<file path="config.mk">
export PLATFORM = sky130hd
export DESIGN_NAME = gpio_pin_ctrl
export DESIGN_NICKNAME = d
export VERILOG_FILES = /design/src/rtl/gpio_pin_pkg.sv /design/src/rtl/gpio_rst_sync.sv /design/src/rtl/gpio_out_sel.sv /design/src/rtl/gpio_pad_drive.sv /design/src/rtl/gpio_in_path.sv /design/src/rtl/gpio_pin_ctrl.sv
export SDC_FILE = /design/constraint.sdc
export NUM_CORES = 1
export LEC_CHECK = 0
export BUFFER_PORTS_ARGS = -buffer_cell sky130_fd_sc_hd__buf_2
export CELL_PAD_IN_SITES_DETAIL_PLACEMENT = 1
export CELL_PAD_IN_SITES_GLOBAL_PLACEMENT = 2
export CORE_UTILIZATION = 24
export CTS_BUF_LIST = sky130_fd_sc_hd__clkbuf_4
export DETAILED_ROUTE_END_ITERATION = 16
export GPL_TIMING_DRIVEN = 0
export PLACE_DENSITY_LB_ADDON = 0.1
export SYNTH_ARGS = -nofsm -noshare
export SYNTH_HDL_FRONTEND = slang
export SYNTH_SLANG_ARGS = --single-unit
export TNS_END_PERCENT = 10
</file>
<file path="constraint.sdc">
create_clock -name clk -period 2.68 [get_ports clk]
set_input_delay 0.67 -clock clk [delete_from_list [all_inputs] [get_ports clk]]
set_output_delay 0.67 -clock clk [all_outputs]
set_load 0.02 [all_outputs]
</file>
<file path="src/rtl/gpio_pin_pkg.sv">
package gpio_pin_pkg;

  typedef enum logic [1:0] {
    ST_OFF   = 2'b00,
    ST_ON    = 2'b01,
    ST_SLEEP = 2'b10,
    ST_TRANS = 2'b11
  } pwr_state_e;

  typedef enum logic [1:0] {
    PULL_NONE = 2'b00,
    PULL_DOWN = 2'b01,
    PULL_UP   = 2'b10,
    PULL_RSVD = 2'b11
  } pull_sel_e;

  localparam int CODE_EXT_EN1   = 10;
  localparam int CODE_EXT_EN2   = 11;
  localparam int CODE_SUP_GOOD  = 12;
  localparam int CODE_CONV_GOOD = 13;
  localparam int CODE_EXT_CLK   = 14;
  localparam int CODE_AUX_RST   = 15;

endpackage

</file>
<file path="src/rtl/gpio_rst_sync.sv">
module gpio_rst_sync #(
  parameter int STAGES = 2
) (
  input  logic clk,
  input  logic rst_n,
  output logic rst_sync_n
);
  logic [STAGES-1:0] chain_q;
  logic [STAGES-1:0] chain_d;

  generate
    for (genvar i = 0; i < STAGES; i++) begin : g_stage
      if (i == 0) begin : g_first
        assign chain_d[i] = 1'b1;
      end else begin : g_next
        assign chain_d[i] = chain_q[i-1];
      end
    end
  endgenerate

  always_ff @(posedge clk or negedge rst_n) begin
    if (!rst_n) chain_q <= '0;
    else        chain_q <= chain_d;
  end

  assign rst_sync_n = chain_q[STAGES-1];
endmodule

</file>
<file path="src/rtl/gpio_out_sel.sv">
module gpio_out_sel
  import gpio_pin_pkg::*;
#(
  parameter int FN_W = 4
) (
  input  logic [FN_W-1:0] cfg_fn,
  input  logic            cfg_pol,
  input  logic            cfg_rst_sleep,
  input  logic            ext_en1,
  input  logic            ext_en2,
  input  logic            sys_good,
  input  logic            conv_good,
  input  logic            ext_clk,
  input  logic [1:0]      sys_state,
  output logic            pin_level
);
  logic active;
  logic st_running;
  logic aux_rst;
  logic clk_gated;

  always_comb begin
    st_running = (sys_state == ST_ON) || (sys_state == ST_SLEEP);
    clk_gated  = ext_clk & (ext_en1 | ext_en2);
    case (sys_state)
      ST_OFF:   aux_rst = 1'b1;
      ST_SLEEP: aux_rst = cfg_rst_sleep;
      default:  aux_rst = 1'b0;
    endcase
  end

  always_comb begin
    active = 1'b0;
    if      (cfg_fn == FN_W'(CODE_EXT_EN1))   active = ext_en1;
    else if (cfg_fn == FN_W'(CODE_EXT_EN2))   active = ext_en2;
    else if (cfg_fn == FN_W'(CODE_SUP_GOOD))  active = sys_good;
    else if (cfg_fn == FN_W'(CODE_CONV_GOOD)) active = conv_good & st_running;
    else if (cfg_fn == FN_W'(CODE_EXT_CLK))   active = clk_gated;
    else if (cfg_fn == FN_W'(CODE_AUX_RST))   active = aux_rst;
  end

  assign pin_level = active ^ ~cfg_pol;
endmodule

</file>
<file path="src/rtl/gpio_pad_drive.sv">
module gpio_pad_drive
  import gpio_pin_pkg::*;
(
  input  logic       cfg_ena,
  input  logic       cfg_dir,
  input  logic       cfg_od,
  input  logic [1:0] cfg_pull,
  input  logic       pin_level,
  output logic       pad_out,
  output logic       pad_oe,
  output logic       pad_pu,
  output logic       pad_pd
);
  logic drive_on;

  always_comb begin
    drive_on = cfg_ena & cfg_dir;
    if (cfg_od) begin
      pad_out = 1'b0;
      pad_oe  = drive_on & ~pin_level;
    end else begin
      pad_out = pin_level;
      pad_oe  = drive_on;
    end
    pad_pu = cfg_ena & (cfg_pull == PULL_UP);
    pad_pd = cfg_ena & (cfg_pull == PULL_DOWN);
  end
endmodule

</file>
<file path="src/rtl/gpio_in_path.sv">
module gpio_in_path #(
  parameter int SYNC_STAGES = 2
) (
  input  logic clk,
  input  logic rst_n,
  input  logic cfg_ena,
  input  logic cfg_pol,
  input  logic cfg_irq_both,
  input  logic pad_in,
  input  logic irq_clr,
  output logic in_level,
  output logic irq_flag
);
  localparam int LAST = SYNC_STAGES - 1;

  logic [SYNC_STAGES-1:0] sync_q, sync_d;
  logic [SYNC_STAGES:0]   prime_q, prime_d;
  logic                   prev_q, prev_d;
  logic                   flag_q, flag_d, flag_en;
  logic                   corr, rise, fall, evt;

  generate
    for (genvar i = 0; i < SYNC_STAGES; i++) begin : g_sync
      if (i == 0) begin : g_head
        assign sync_d[i] = pad_in;
      end else begin : g_tail
        assign sync_d[i] = sync_q[i-1];
      end
    end
  endgenerate

  always_comb begin
    corr    = cfg_ena ? (sync_q[LAST] ^ ~cfg_pol) : 1'b0;
    prev_d  = corr;
    prime_d = {prime_q[SYNC_STAGES-1:0], 1'b1};
    rise    = corr & ~prev_q;
    fall    = ~corr & prev_q;
    evt     = prime_q[SYNC_STAGES] & (cfg_irq_both ? (rise | fall) : rise);
    flag_en = evt | irq_clr;
    flag_d  = (flag_q & ~irq_clr) | evt;
  end

  always_ff @(posedge clk or negedge rst_n) begin
    if (!rst_n) begin
      sync_q  <= '0;
      prime_q <= '0;
      prev_q  <= 1'b0;
    end else begin
      sync_q  <= sync_d;
      prime_q <= prime_d;
      prev_q  <= prev_d;
    end
  end

  always_ff @(posedge clk or negedge rst_n) begin
    if (!rst_n)       flag_q <= 1'b0;
    else if (flag_en) flag_q <= flag_d;
  end

  assign in_level = corr;
  assign irq_flag = flag_q;
endmodule

</file>
<file path="src/rtl/gpio_pin_ctrl.sv">
module gpio_pin_ctrl #(
  parameter int FN_W        = 4,
  parameter int SYNC_STAGES = 2,
  parameter int RST_STAGES  = 2
) (
  input  logic            clk,
  input  logic            rst_n,
  input  logic [FN_W-1:0] cfg_fn,
  input  logic            cfg_dir,
  input  logic            cfg_pol,
  input  logic            cfg_od,
  input  logic            cfg_ena,
  input  logic [1:0]      cfg_pull,
  input  logic            cfg_irq_both,
  input  logic            cfg_rst_sleep,
  input  logic            ext_en1,
  input  logic            ext_en2,
  input  logic            sys_good,
  input  logic            conv_good,
  input  logic            ext_clk,
  input  logic [1:0]      sys_state,
  input  logic            pad_in,
  input  logic            irq_clr,
  output logic            pad_out,
  output logic            pad_oe,
  output logic            pad_pu,
  output logic            pad_pd,
  output logic            in_level,
  output logic            irq_flag
);
  logic rst_core_n;
  logic pin_level;

  gpio_rst_sync #(.STAGES(RST_STAGES)) u_rst (
    .clk        (clk),
    .rst_n      (rst_n),
    .rst_sync_n (rst_core_n)
  );

  gpio_out_sel #(.FN_W(FN_W)) u_sel (
    .cfg_fn        (cfg_fn),
    .cfg_pol       (cfg_pol),
    .cfg_rst_sleep (cfg_rst_sleep),
    .ext_en1       (ext_en1),
    .ext_en2       (ext_en2),
    .sys_good      (sys_good),
    .conv_good     (conv_good),
    .ext_clk       (ext_clk),
    .sys_state     (sys_state),
    .pin_level     (pin_level)
  );

  gpio_pad_drive u_drv (
    .cfg_ena   (cfg_ena),
    .cfg_dir   (cfg_dir),
    .cfg_od    (cfg_od),
    .cfg_pull  (cfg_pull),
    .pin_level (pin_level),
    .pad_out   (pad_out),
    .pad_oe    (pad_oe),
    .pad_pu    (pad_pu),
    .pad_pd    (pad_pd)
  );

  gpio_in_path #(.SYNC_STAGES(SYNC_STAGES)) u_in (
    .clk          (clk),
    .rst_n        (rst_core_n),
    .cfg_ena      (cfg_ena),
    .cfg_pol      (cfg_pol),
    .cfg_irq_both (cfg_irq_both),
    .pad_in       (pad_in),
    .irq_clr      (irq_clr),
    .in_level     (in_level),
    .irq_flag     (irq_flag)
  );
endmodule

</file>
---- Yosys cells after proc, flatten, opt, wreduce, memory -nomap -nowiden ----
Index checks and enable logic that the tools add are counted.
storage, ports and cells
  flip-flop bits (word level) ............. 9
  bits in latches ......................... 0
  RAM bits ................................ 0
  ROM bits ................................ 0
  bits of input ports ..................... 23
  logic and storage cells ................. 49
  memories ................................ 0
operators by class
  add/sub/neg operators ................... 0
  multipliers ............................. 0
  divide/modulo/power cells ............... 0
  order comparisons ....................... 0
  eq/ne operators ......................... 10
  shift operators ......................... 0
  mux-type cells .......................... 11
  bitwise gates (word level) .............. 21
  reductions and logical operators ........ 2
operators by type and width
  operator            number
  $eq 4x4->1 const B  6
  $and 1x1->1         10
  $mux 1              10
  $not 1->1           5
  $eq 2x1->1 const B  2
  $eq 2x2->1 const B  2
  $or 1x1->1          4
  $logic_not 2->1     1
  $pmux 1 s2          1
  $xor 1x1->1         2
  $logic_or 1x1->1    1

---- Logic depth before layout (Yosys ltp) ----
Gate-level depths: netlist of run 1.
  word-level depth ........................ 12
  depth in mapped cells ................... 7
  depth with buffers taken out ............ 7

---- Cells and area by module ----
Synthesis of run 1 repeated with hierarchy kept, for this count alone.
second synthesis, totals
  cells, all modules ...................... 43
  area total of the unflattened synthesis .. 439.2 um^2
by module, submodules not included
  module          instances  cells each  area each (um^2)  seq. area each (um^2)
  gpio_in_path    1          17          237.7             175.2
  gpio_out_sel    1          17          112.6             0.0
  gpio_rst_sync   1          3           53.8              50.0
  gpio_pad_drive  1          6           35.0              0.0

---- Worst setup path after synthesis of run 1 ----
No wires, ideal clock.
  path kind ............................... input port to output port
  from .................................... input sys_state[0]
  to ...................................... output pad_oe
  arrival time ............................ 2.130 ns
  required time ........................... 2.010 ns
  setup slack ............................. -0.120 ns
  cell stages on the path ................. 6
  path through ............................ inv_1 ha_1 and4_2 a311oi_2 a2111oi_0 a211oi_1
on the way
  word-level cells in the longest chain between the ends .. 12
  elaborated cells on any way between the ends .. 16
RTL lines
  element                                               line                                    RTL
  from (decl)                                           gpio_pin_ctrl.sv:21                     input logic [1:0] sys_state,
  $eq 2x2->1 / $logic_not 2->1 (equally long branches)  gpio_out_sel.sv:23, gpio_out_sel.sv:25
  $pmux 1 s2                                            gpio_out_sel.sv:25                      case (sys_state)
  $mux 1                                                gpio_out_sel.sv:39                      else if (cfg_fn == FN_W'(CODE_AUX_RST)) active = aux_rst;
  $mux 1                                                gpio_out_sel.sv:38                      else if (cfg_fn == FN_W'(CODE_EXT_CLK)) active = clk_gated;
  $mux 1 *                                              gpio_out_sel.sv:37                      else if (cfg_fn == FN_W'(CODE_CONV_GOOD)) active = conv_good & st_running;
  $mux 1 *                                              gpio_out_sel.sv:36                      else if (cfg_fn == FN_W'(CODE_SUP_GOOD)) active = sys_good;
  $mux 1 *                                              gpio_out_sel.sv:35                      else if (cfg_fn == FN_W'(CODE_EXT_EN2)) active = ext_en2;
  $mux 1 *                                              gpio_out_sel.sv:34                      if (cfg_fn == FN_W'(CODE_EXT_EN1)) active = ext_en1;
  $xor 1x1->1 *                                         gpio_out_sel.sv:42                      assign pin_level = active ^ ~cfg_pol;
  $not 1->1 *                                           gpio_pad_drive.sv:20                    pad_oe = drive_on & ~pin_level;
  $and 1x1->1 *                                         gpio_pad_drive.sv:20
  $mux 1 *                                              gpio_pad_drive.sv:18                    if (cfg_od) begin
  to (decl)                                             gpio_pin_ctrl.sv:25                     output logic pad_oe,
Every way passes the cells marked *; elsewhere a longest branch is shown, timed or not.

---- Worst setup path after layout of run 1 ----
  from .................................... input cfg_fn[0]
  to ...................................... output pad_out
on the way
  word-level cells in the longest chain between the ends .. 9
  elaborated cells on any way between the ends .. 14
RTL lines
  element        line                  RTL
  from (decl)    gpio_pin_ctrl.sv:8    input logic [FN_W-1:0] cfg_fn,
  $eq 4x4->1     gpio_out_sel.sv:39
  $mux 1         gpio_out_sel.sv:39
  $mux 1         gpio_out_sel.sv:38
  $mux 1         gpio_out_sel.sv:37
  $mux 1         gpio_out_sel.sv:36
  $mux 1         gpio_out_sel.sv:35
  $mux 1 *       gpio_out_sel.sv:34
  $xor 1x1->1 *  gpio_out_sel.sv:42
  $mux 1 *       gpio_pad_drive.sv:18
  to (decl)      gpio_pin_ctrl.sv:24   output logic pad_out,
Marked as above.

==> impl_metrics.tcl, run 1 <==
set metrics [dict create \
    grt_pass1_wl_mm 1.628 \
    die_h_microns 47.84 \
    setup_ws_ps 50.90 \
    grt_overflow 0 \
    maxCapViolations 0 \
    outcome "finished, final reports clean" \
    ir_drop_uv 289.2 \
    cp-endpoint "pad_out" \
    crit_slowest_cell "mux2_4" \
    syn-cell-area_sq_um 504.2 \
    p_leak_nw 0.3949 \
    critical_path.top_delay_family "compound AO/OA/AOI/OAI gates" \
    synth-edff-count 0 \
    cp-end-kind "output port" \
    hold_class "flip-flop to asynchronous set/reset pin" \
    core_area_sq_um 1962 \
    ys.warnings.count 0 \
    grtUsageTotal_pct 10.80 \
    worstSetupPathType "primary input to output port" \
    synth_top_family_by_area "simple AND/OR/NAND/NOR gates" \
    synth-main-ff-cell "dfrtp_1" \
    synth.avg_cell_area_sq_um 10.29 \
    yosysSeqAreaShare_pct 44.67 \
    finalSetupViolations 0 \
    die_area_sq_um 2288 \
    finalPower_mw 0.3362 \
    ys_ff_latch 9 \
    start_util_pct 25.70 \
    grt_pass1_vias 424 \
    synth_compound_area_share_pct 17.37 \
    fin_crit_sh_pct 98.10 \
    yosys.area_share.adder_pct 7.444 \
    syn2layout_area_growth_pct 50.37 \
    r2r_end "u_in.irq_flag" \
    clk_path_buf_depth 2 \
    crit_fanout 6 \
    crit_arrival_ps 1960 \
    rsz0062_at_grt "yes" \
    synthCells 49 \
    avgRoutedWirePerCell_microns 9.963 \
    gp_congestion 0.6540 \
    antenna_found_initial 0 \
    holdWs_ps 107.5 \
    cp_num_buf_inv 2 \
    routed_wl_mm 1.086 \
    drive_above_1_share_pct 51.22 \
    rrSetupSlack_ps 1370 \
    n_antenna_cell 0 \
    finalInstanceArea_sq_um 758.2 \
    multi_input_area_sq_um 287.8 \
    fin_setup_tns_ps 0 \
    synth.most_common_cell "dfrtp_1" \
    place_ws_ps -169.3 \
    synth_xor_area_share_pct 1.737 \
    first_pass_iters 2 \
    yosys.area_share.simple_pct 17.87 \
    seq_area_sq_um 225.2 \
    rows 16 \
    num_vias 450 \
    fin_cells 109 \
    max_freq_ghz 0.3804 \
    synth_top_area_cell "dfrtp_1" \
    crit_required_ps 2010 \
    crit_path_cell_trace "buf_4 > nor3b_1 > a211o_1 > a211oi_2 > mux2_4 > buf_6" \
    power.density_nw_per_um2 443.3 \
    cts_sinks 9 \
    path_depth 6 \
    synth_top_cells_by_count "dfrtp_1 (9), inv_1 (7), nand2_1 (5)" \
    hold_viol 0 \
    io-pin-count 29 \
    viasPerCell 4.128 \
    grt_max_degree 8 \
    die_w_microns 47.84 \
    postCtsSetupRepairBufs 0 \
    clk-insertion-delay-late_ps 250 \
    cts_tree "done" \
    synth_top_area_share_pct 44.67 \
    root_buffer "clkbuf_4" \
    fill_cells 255 \
    dpl-instance-area_sq_um 686.9 \
    dp_hpwl_microns 918.3 \
    synth_area_leaders "dfrtp_1 (45%), ha_1 (7.4%), inv_1 (5.2%), nand2_1 (3.7%), a21o_2 (3.5%)" \
    fin_crit_ps 2629 \
    dr.first_iter.drc_count 3 \
    final_core_util_pct 38.65 \
    cpPeakStageDelay_ps 330 \
    muxShareOfSynthArea_pct 4.963 \
    drtAntennaViolNets 0 \
    rr_worst_depth 6 \
    synth_async_sr_flop_share_pct 100.0 \
    numCtsBuffers 3 \
    h-tree-depth 1 \
    slew_viol_final 0 \
    clk_pin_slew_worst_paths_ps 60 \
    cp-start-kind "primary input" \
    fin_nets 109 \
    reg2reg_from "u_in.sync_q[1]" \
    drc 0 \
    critPathLaunch "cfg_fn[0]" \
    dp_cells 105 \
    synth_cell_types 24 \
    portBuffers 28 \
    fin_skew_ps 3.112 \
]
## cell families after synthesis
family	count (synthesis)
compound gates	10
xor+xnor	1
fa+ha+maj	3
buf+inv	7
flops	9
mux	2
other cells	1
simple gates	16
## cell type report
| type | instances | share of cell area (%) |
|---|---|---|
| inverters | 7 | 3.465 |
| well taps | 27 | 4.455 |
| multi-input cells | 34 | 37.95 |
| clock buffers | 4 | 3.960 |
| flip-flops and latches | 9 | 29.70 |
| repair buffers | 28 | 20.46 |
## routing by layer
layer	wire, microns	GRT usage (%)	vias to the layer above	share of wire, %
li1	-	-	231	-
met1	482	12.29	207	44
met2	554	17.57	10	51
met3	36	2.264	2	3.3
met4	12	8.333	0	1.1
met5	0	0	-	0
## worst reg2reg max path: cells and delay by family, from the launching register on
family | cells | cell delay, ps
AOI/OAI and AO/OA | 1 | 60
muxes | 1 | 130
DFF | 1 | 370
adders and majority gates | 1 | 290
and+or+nand+nor | 2 | 250
xor gates and xnor gates | 1 | 120
## report_power, final
part           internal, mW  leakage (nW)  switching [mW]
registers             0.145         0.107         0.00433
clock network        0.0671        0.0184          0.0417
logic                0.0392         0.269          0.0393
total                 0.251         0.395          0.0853
## flip-flops by register name, summed over array words and instances, names as in the netlist
register,count
u_in.prime_q,3
u_in.sync_q,2
u_rst.chain_q,2
u_in.irq_flag,1
u_in.prev_q,1
## layout by cell type (no fill, tap or decap), types with 3 or more instances in the layout
master    count
inv_1         5
nand2_1       5
nor2_1        3
clkbuf_4      4
dfrtp_1       9
buf_2        25
## worst min path at each step
stage                      from         endpoint  slack (ps)  cells after the start
6_report       u_rst.chain_q[1]  u_in.prime_q[2]         110                      0
5_1_grt        u_rst.chain_q[1]  u_in.prime_q[2]         150                      0
4_1_cts        u_rst.chain_q[1]  u_in.prime_q[2]         120                      0
3_5_place_dp   u_rst.chain_q[1]  u_in.prime_q[0]         120                      0
3_3_place_gp   u_rst.chain_q[1]  u_in.prime_q[2]         110                      0
2_1_floorplan  u_rst.chain_q[1]    u_in.irq_flag          80                      0
## what timing repair did
action                     CTS  global route
hold buffers                 0             0
gates cloned                 0             0
hold endpoints to repair     0             0
gates resized for setup      8             2
setup endpoints to repair    2             2
pin swaps                    4             3
Power figures use the tool's default switching activity.
==> inputs of run 2 (changes only) <==
BUFFER_PORTS_ARGS = default   (was -buffer_cell sky130_fd_sc_hd__buf_2)
CORE_UTILIZATION = 34   (was 24)
DONT_BUFFER_PORTS = 1   (was default)
==> impl_metrics.tcl, run 2 (same netlist as run 1, synthesis figures left out) <==
set metrics [dict create \
    io-pin-count 29 \
    grt_pass1_wl_mm 1.490 \
    drtAntennaViolNets 0 \
    numCtsBuffers 3 \
    crit_fanout 3 \
    crit_path_cell_trace "inv_1 > ha_1 > and4_4 > a311oi_4 > a211oi_2 > mux2_4" \
    reg_top3 "u_in.prime_q: 3 flops, u_in.sync_q: 2 flops, u_rst.chain_q: 2 flops" \
    grtUsageTotal_pct 14.67 \
    gp_congestion 0.6599 \
    holdWs_ps 102.9 \
    dr.first_iter.drc_count 2 \
    finalInstanceArea_sq_um 580.6 \
    ir_drop_uv 377.7 \
    grt_pass1_vias 338 \
    postCtsSetupRepairBufs 0 \
    clk-insertion-delay-late_ps 260 \
    dpl-instance-area_sq_um 531.8 \
    hold_viol 0 \
    cts_sinks 9 \
    regMostFlops "u_in.prime_q" \
    fin_nets 81 \
    critPathLaunch "sys_state[0]" \
    n_antenna_cell 0 \
    cp_num_buf_inv 1 \
    crit_slowest_cell "mux2_4" \
    slew_viol_final 0 \
    finalPower_mw 0.3109 \
    worstSetupPathType "primary input to output port" \
    p_leak_nw 0.2770 \
    finalSetupViolations 0 \
    max_freq_ghz 0.3859 \
    drive_above_1_share_pct 22.22 \
    critical_path.top_delay_family "compound AO/OA/AOI/OAI gates" \
    grt_max_degree 8 \
    cp-end-kind "output port" \
    core_area_sq_um 1334 \
    start_util_pct 37.80 \
    grt_overflow 0 \
    clk_pin_slew_worst_paths_ps 60 \
    fin_setup_tns_ps 0 \
    cp-start-kind "primary input" \
    die_w_microns 40.51 \
    power.density_nw_per_um2 535.5 \
    rsz0062_at_grt "no" \
    avgRoutedWirePerCell_microns 14.87 \
    die_area_sq_um 1641 \
    maxCapViolations 0 \
    outcome "finished, final reports clean" \
    place_ws_ps -63.39 \
    dp_hpwl_microns 865.6 \
    cts_tree "done" \
    first_pass_iters 2 \
    root_buffer "clkbuf_4" \
    crit_required_ps 2010 \
    portBuffers 0 \
    antenna_found_initial 0 \
    reg2reg_from "u_in.sync_q[1]" \
    h-tree-depth 1 \
    clk_path_buf_depth 2 \
    fin_skew_ps 1.451 \
    drc 0 \
    setup_ws_ps 88.56 \
    routed_wl_mm 1.026 \
    largest_reg_flops 3 \
    cpPeakStageDelay_ps 350 \
    fin_crit_sh_pct 96.70 \
    viasPerCell 5.348 \
    final_cell_mix "dfrtp_1 (9), inv_1 (7), nand2_1 (5)" \
    die_h_microns 40.51 \
    syn2layout_area_growth_pct 15.14 \
    num_vias 369 \
    rows 13 \
    mostFrequentLayoutCell "dfrtp_1" \
    crit_arrival_ps 1920 \
    fin_crit_ps 2591 \
    hold_class "primary input to asynchronous set/reset pin" \
]
-- run 2: cell types whose count changed in the layout (fill, tap and decap cells not counted) --
cell,before,now
a2111oi_1,1,0
a2111oi_2,0,1
buf_2,25,0
buf_4,1,0
buf_6,2,0
ha_1,2,3
ha_4,1,0
inv_1,5,7
inv_2,2,0
-- run 2: per-stage QoR --
step / cells / utilization (%)
2_1_floorplan: 50 / -
3_3_place_gp: 65 / 39.87
3_5_place_dp: 65 / 39.87
4_1_cts: 69 / 43.53
5_1_grt: 69 / 43.53
6_report: 69 / 43.53
-- run 2: what timing repair did --
| action | 4_1_cts | 5_1_grt |
|---|---|---|
| pin swaps | 2 | 1 |
| hold buffers | 0 | 0 |
| gates resized for setup | 4 | 0 |
| setup endpoints to repair | 2 | 1 |
-- run 2: layout make-up --
cell class                      count  area [sq um]
Clock buffer                        4         30.03
Fill cell                         151         753.2
Tap cell                           15         18.77
Multi-Input combinational cell     34         280.3
Inverter                            7         26.28
Sequential cell                     9         225.2
-- run 2: metal layers --
metal | wire (microns) | vias to the layer above | part of all wire [%] | global-route usage (%)
met5 | 0 | - | 0 | 0
met4 | 0 | 0 | 0 | 5.000
met3 | 76 | 0 | 7.4 | 5.556
met2 | 566 | 16 | 55 | 25.79
met1 | 383 | 181 | 37 | 15.86
li1 | - | 172 | - | -
-- run 2: path summary, 6_finish.rpt --
path	endpoint	slack, ps	cells after the start
min	u_rst.chain_q[1]	100	0
min reg2reg	u_in.irq_flag	110	0
max	pad_out	90	6
min in group clk	u_in.prime_q[1]	350	0
max in group asynchronous	u_in.sync_q[0]	2360	0
max reg2reg	u_in.irq_flag	1200	6
-- run 2: worst register-to-register path, stage by stage (launching register included) --
cell     delay, ps
dfrtp_1        380
xnor2_1        130
and2_1         320
ha_1           290
mux2i_1        130
nand2_1         60
o21ai_0         90
-- run 2: power by group --
part / switching [mW] / total (mW) / internal, mW
clock network: 0.0445 / 0.112 / 0.0673
logic: 0.0254 / 0.0464 / 0.0210
registers: 0.00807 / 0.153 / 0.145
total: 0.0780 / 0.311 / 0.233
==> inputs of run 3 (changes only) <==
CORE_MARGIN = 4   (was default)
PLACE_DENSITY = 0.75   (was default)
PLACE_DENSITY_LB_ADDON = default   (was 0.1)
==> impl_metrics.tcl, run 3 (same netlist as run 1, synthesis figures left out) <==
set metrics [dict create \
    outcome "finished, final reports clean" \
    rows 13 \
    switching_share_pct 24.11 \
    seqPwrFrac_pct 49.8 \
    final_cell_mix "dfrtp_1 (9), inv_1 (7), nand2_1 (5)" \
    portBuffers 0 \
    hold_viol 0 \
    crit_required_ps 2010 \
    cp_num_buf_inv 1 \
    topRoutingLayerUsed "met3" \
    drive_above_1_share_pct 22.22 \
    n_antenna_cell 0 \
    clk-insertion-delay-late_ps 250 \
    clk_pin_slew_worst_paths_ps 60 \
    wl_met3_microns 105 \
    gp_congestion 0.6931 \
    die_area_sq_um 2163 \
    clk_path_buf_depth 2 \
    routedLengthMet1_microns 362 \
    postCtsSetupRepairBufs 0 \
    crit_fanout 3 \
    core_area_sq_um 1350 \
    routed_wl_mm 1.033 \
    avgRoutedWirePerCell_microns 14.97 \
    viasPerCell 5.217 \
    io-pin-count 29 \
    clkPwrFrac_pct 35.7 \
    hold_class "flip-flop to asynchronous set/reset pin" \
    finalSetupViolations 0 \
    dr.first_iter.drc_count 3 \
    syn2layout_area_growth_pct 15.14 \
    antenna_found_initial 0 \
    cts_sinks 9 \
    p_leak_nw 0.2770 \
    start_util_pct 37.35 \
    rrSetupSlack_ps 1270 \
    mostFrequentLayoutCell "dfrtp_1" \
    rsz0062_at_grt "no" \
    drc 0 \
    largest_reg_flops 3 \
    first_pass_iters 4 \
    crit_slowest_cell "a211oi_2" \
    crit_path_cell_trace "inv_1 > ha_1 > and4_4 > a311oi_4 > a2111oi_2 > a211oi_2" \
    fin_nets 81 \
    intPower_mw 0.2324 \
    h-tree-depth 1 \
    numCtsBuffers 3 \
    regMostFlops "u_in.prime_q" \
    cp-start-kind "primary input" \
    holdWs_ps 106.5 \
    ir_drop_uv 306.8 \
    fin_crit_ps 2568 \
    reg_top3 "u_in.prime_q: 3 flops, u_in.sync_q: 2 flops, u_rst.chain_q: 2 flops" \
    power.switching_mw 0.07385 \
    root_buffer "clkbuf_4" \
    final_core_util_pct 43.00 \
    cpPeakStageDelay_ps 360 \
    dr_wl_met2_microns 565 \
    cts_tree "done" \
    crit_arrival_ps 1900 \
    slew_viol_final 0 \
    fin_crit_sh_pct 95.83 \
    pwr-share-comb_pct 14.6 \
    grtUsageTotal_pct 10.81 \
    num_vias 360 \
    grt_max_degree 8 \
    die_w_microns 46.51 \
    drtAntennaViolNets 0 \
    die_h_microns 46.51 \
    maxCapViolations 0 \
    power.density_nw_per_um2 527.5 \
    grt_pass1_wl_mm 1.621 \
    worstSetupPathType "primary input to output port" \
    grt_overflow 0 \
    dp_hpwl_microns 883 \
    fin_skew_ps 3.198 \
    max_freq_ghz 0.3894 \
    grt_pass1_vias 397 \
    cp-end-kind "output port" \
    critical_path.top_delay_family "compound AO/OA/AOI/OAI gates" \
]
-- run 3: cell counts in the layout (fill, tap and decap cells not counted) --
No cell type changed its count.
-- run 3: final timing paths --
| path | start | to | cells after the start |
|---|---|---|---|
| worst max-delay path | sys_state[0] | pad_oe | 6 |
| worst max register to register | u_in.sync_q[1] | u_in.irq_flag | 6 |
| min in group clk | u_in.prime_q[1] | u_in.prime_q[2] | 0 |
| max in group asynchronous | u_rst.chain_q[1] | u_in.prime_q[1] | 0 |
| worst min-delay path | u_rst.chain_q[1] | u_in.prime_q[0] | 0 |
| worst min register to register | u_rst.chain_q[1] | u_in.prime_q[0] | 0 |
-- run 3: power by group through the flow --
stage / Sequential, mW / Clock (mW) / Combinational [mW]
detailed placement: 0.155 / 0 / 0.0417
floorplan: 0.153 / 0 / 0.0366
finish: 0.152 / 0.109 / 0.0446
CTS: 0.153 / 0.115 / 0.0453
global placement: 0.154 / 0 / 0.0398
global route: 0.154 / 0.124 / 0.0497
-- run 3: stage by stage --
stage                     TNS [ps]  cell area, sq um  setup slack (ps)  cells  power [mW]
final                            0             580.6             111.8     69      0.3063
after global routing             0             580.6             33.39     69      0.3273
after CTS                        0             580.6             45.31     69      0.3126
after detailed placement    -62.12             531.8            -62.12     65      0.1969
after global placement      -19.49             531.8            -19.49     65      0.1941
after floorplan                  0             513.0             55.28     50      0.1901
-- run 3: final cells by class --
type                            instances  area, sq um
Fill cell                             151        769.5
Inverter                                7        26.28
Sequential cell                         9        225.2
Tap cell                               15        18.77
Multi-Input combinational cell         34        280.3
Clock buffer                            4        30.03
-- run 3: metal layers --
| layer | up-vias | global-route usage [%] |
|---|---|---|
| met1 | 170 | 11.00 |
| li1 | 175 | - |
| met5 | - | 0 |
| met4 | 0 | 6.250 |
| met3 | 0 | 3.906 |
| met2 | 15 | 18.68 |
-- run 3: timing repair --
item	in CTS	in global routing
endpoints found under the setup margin	1	1
pin swaps	2	1
gates resized for setup	4	0
gates cloned	0	0
hold buffers	0	0
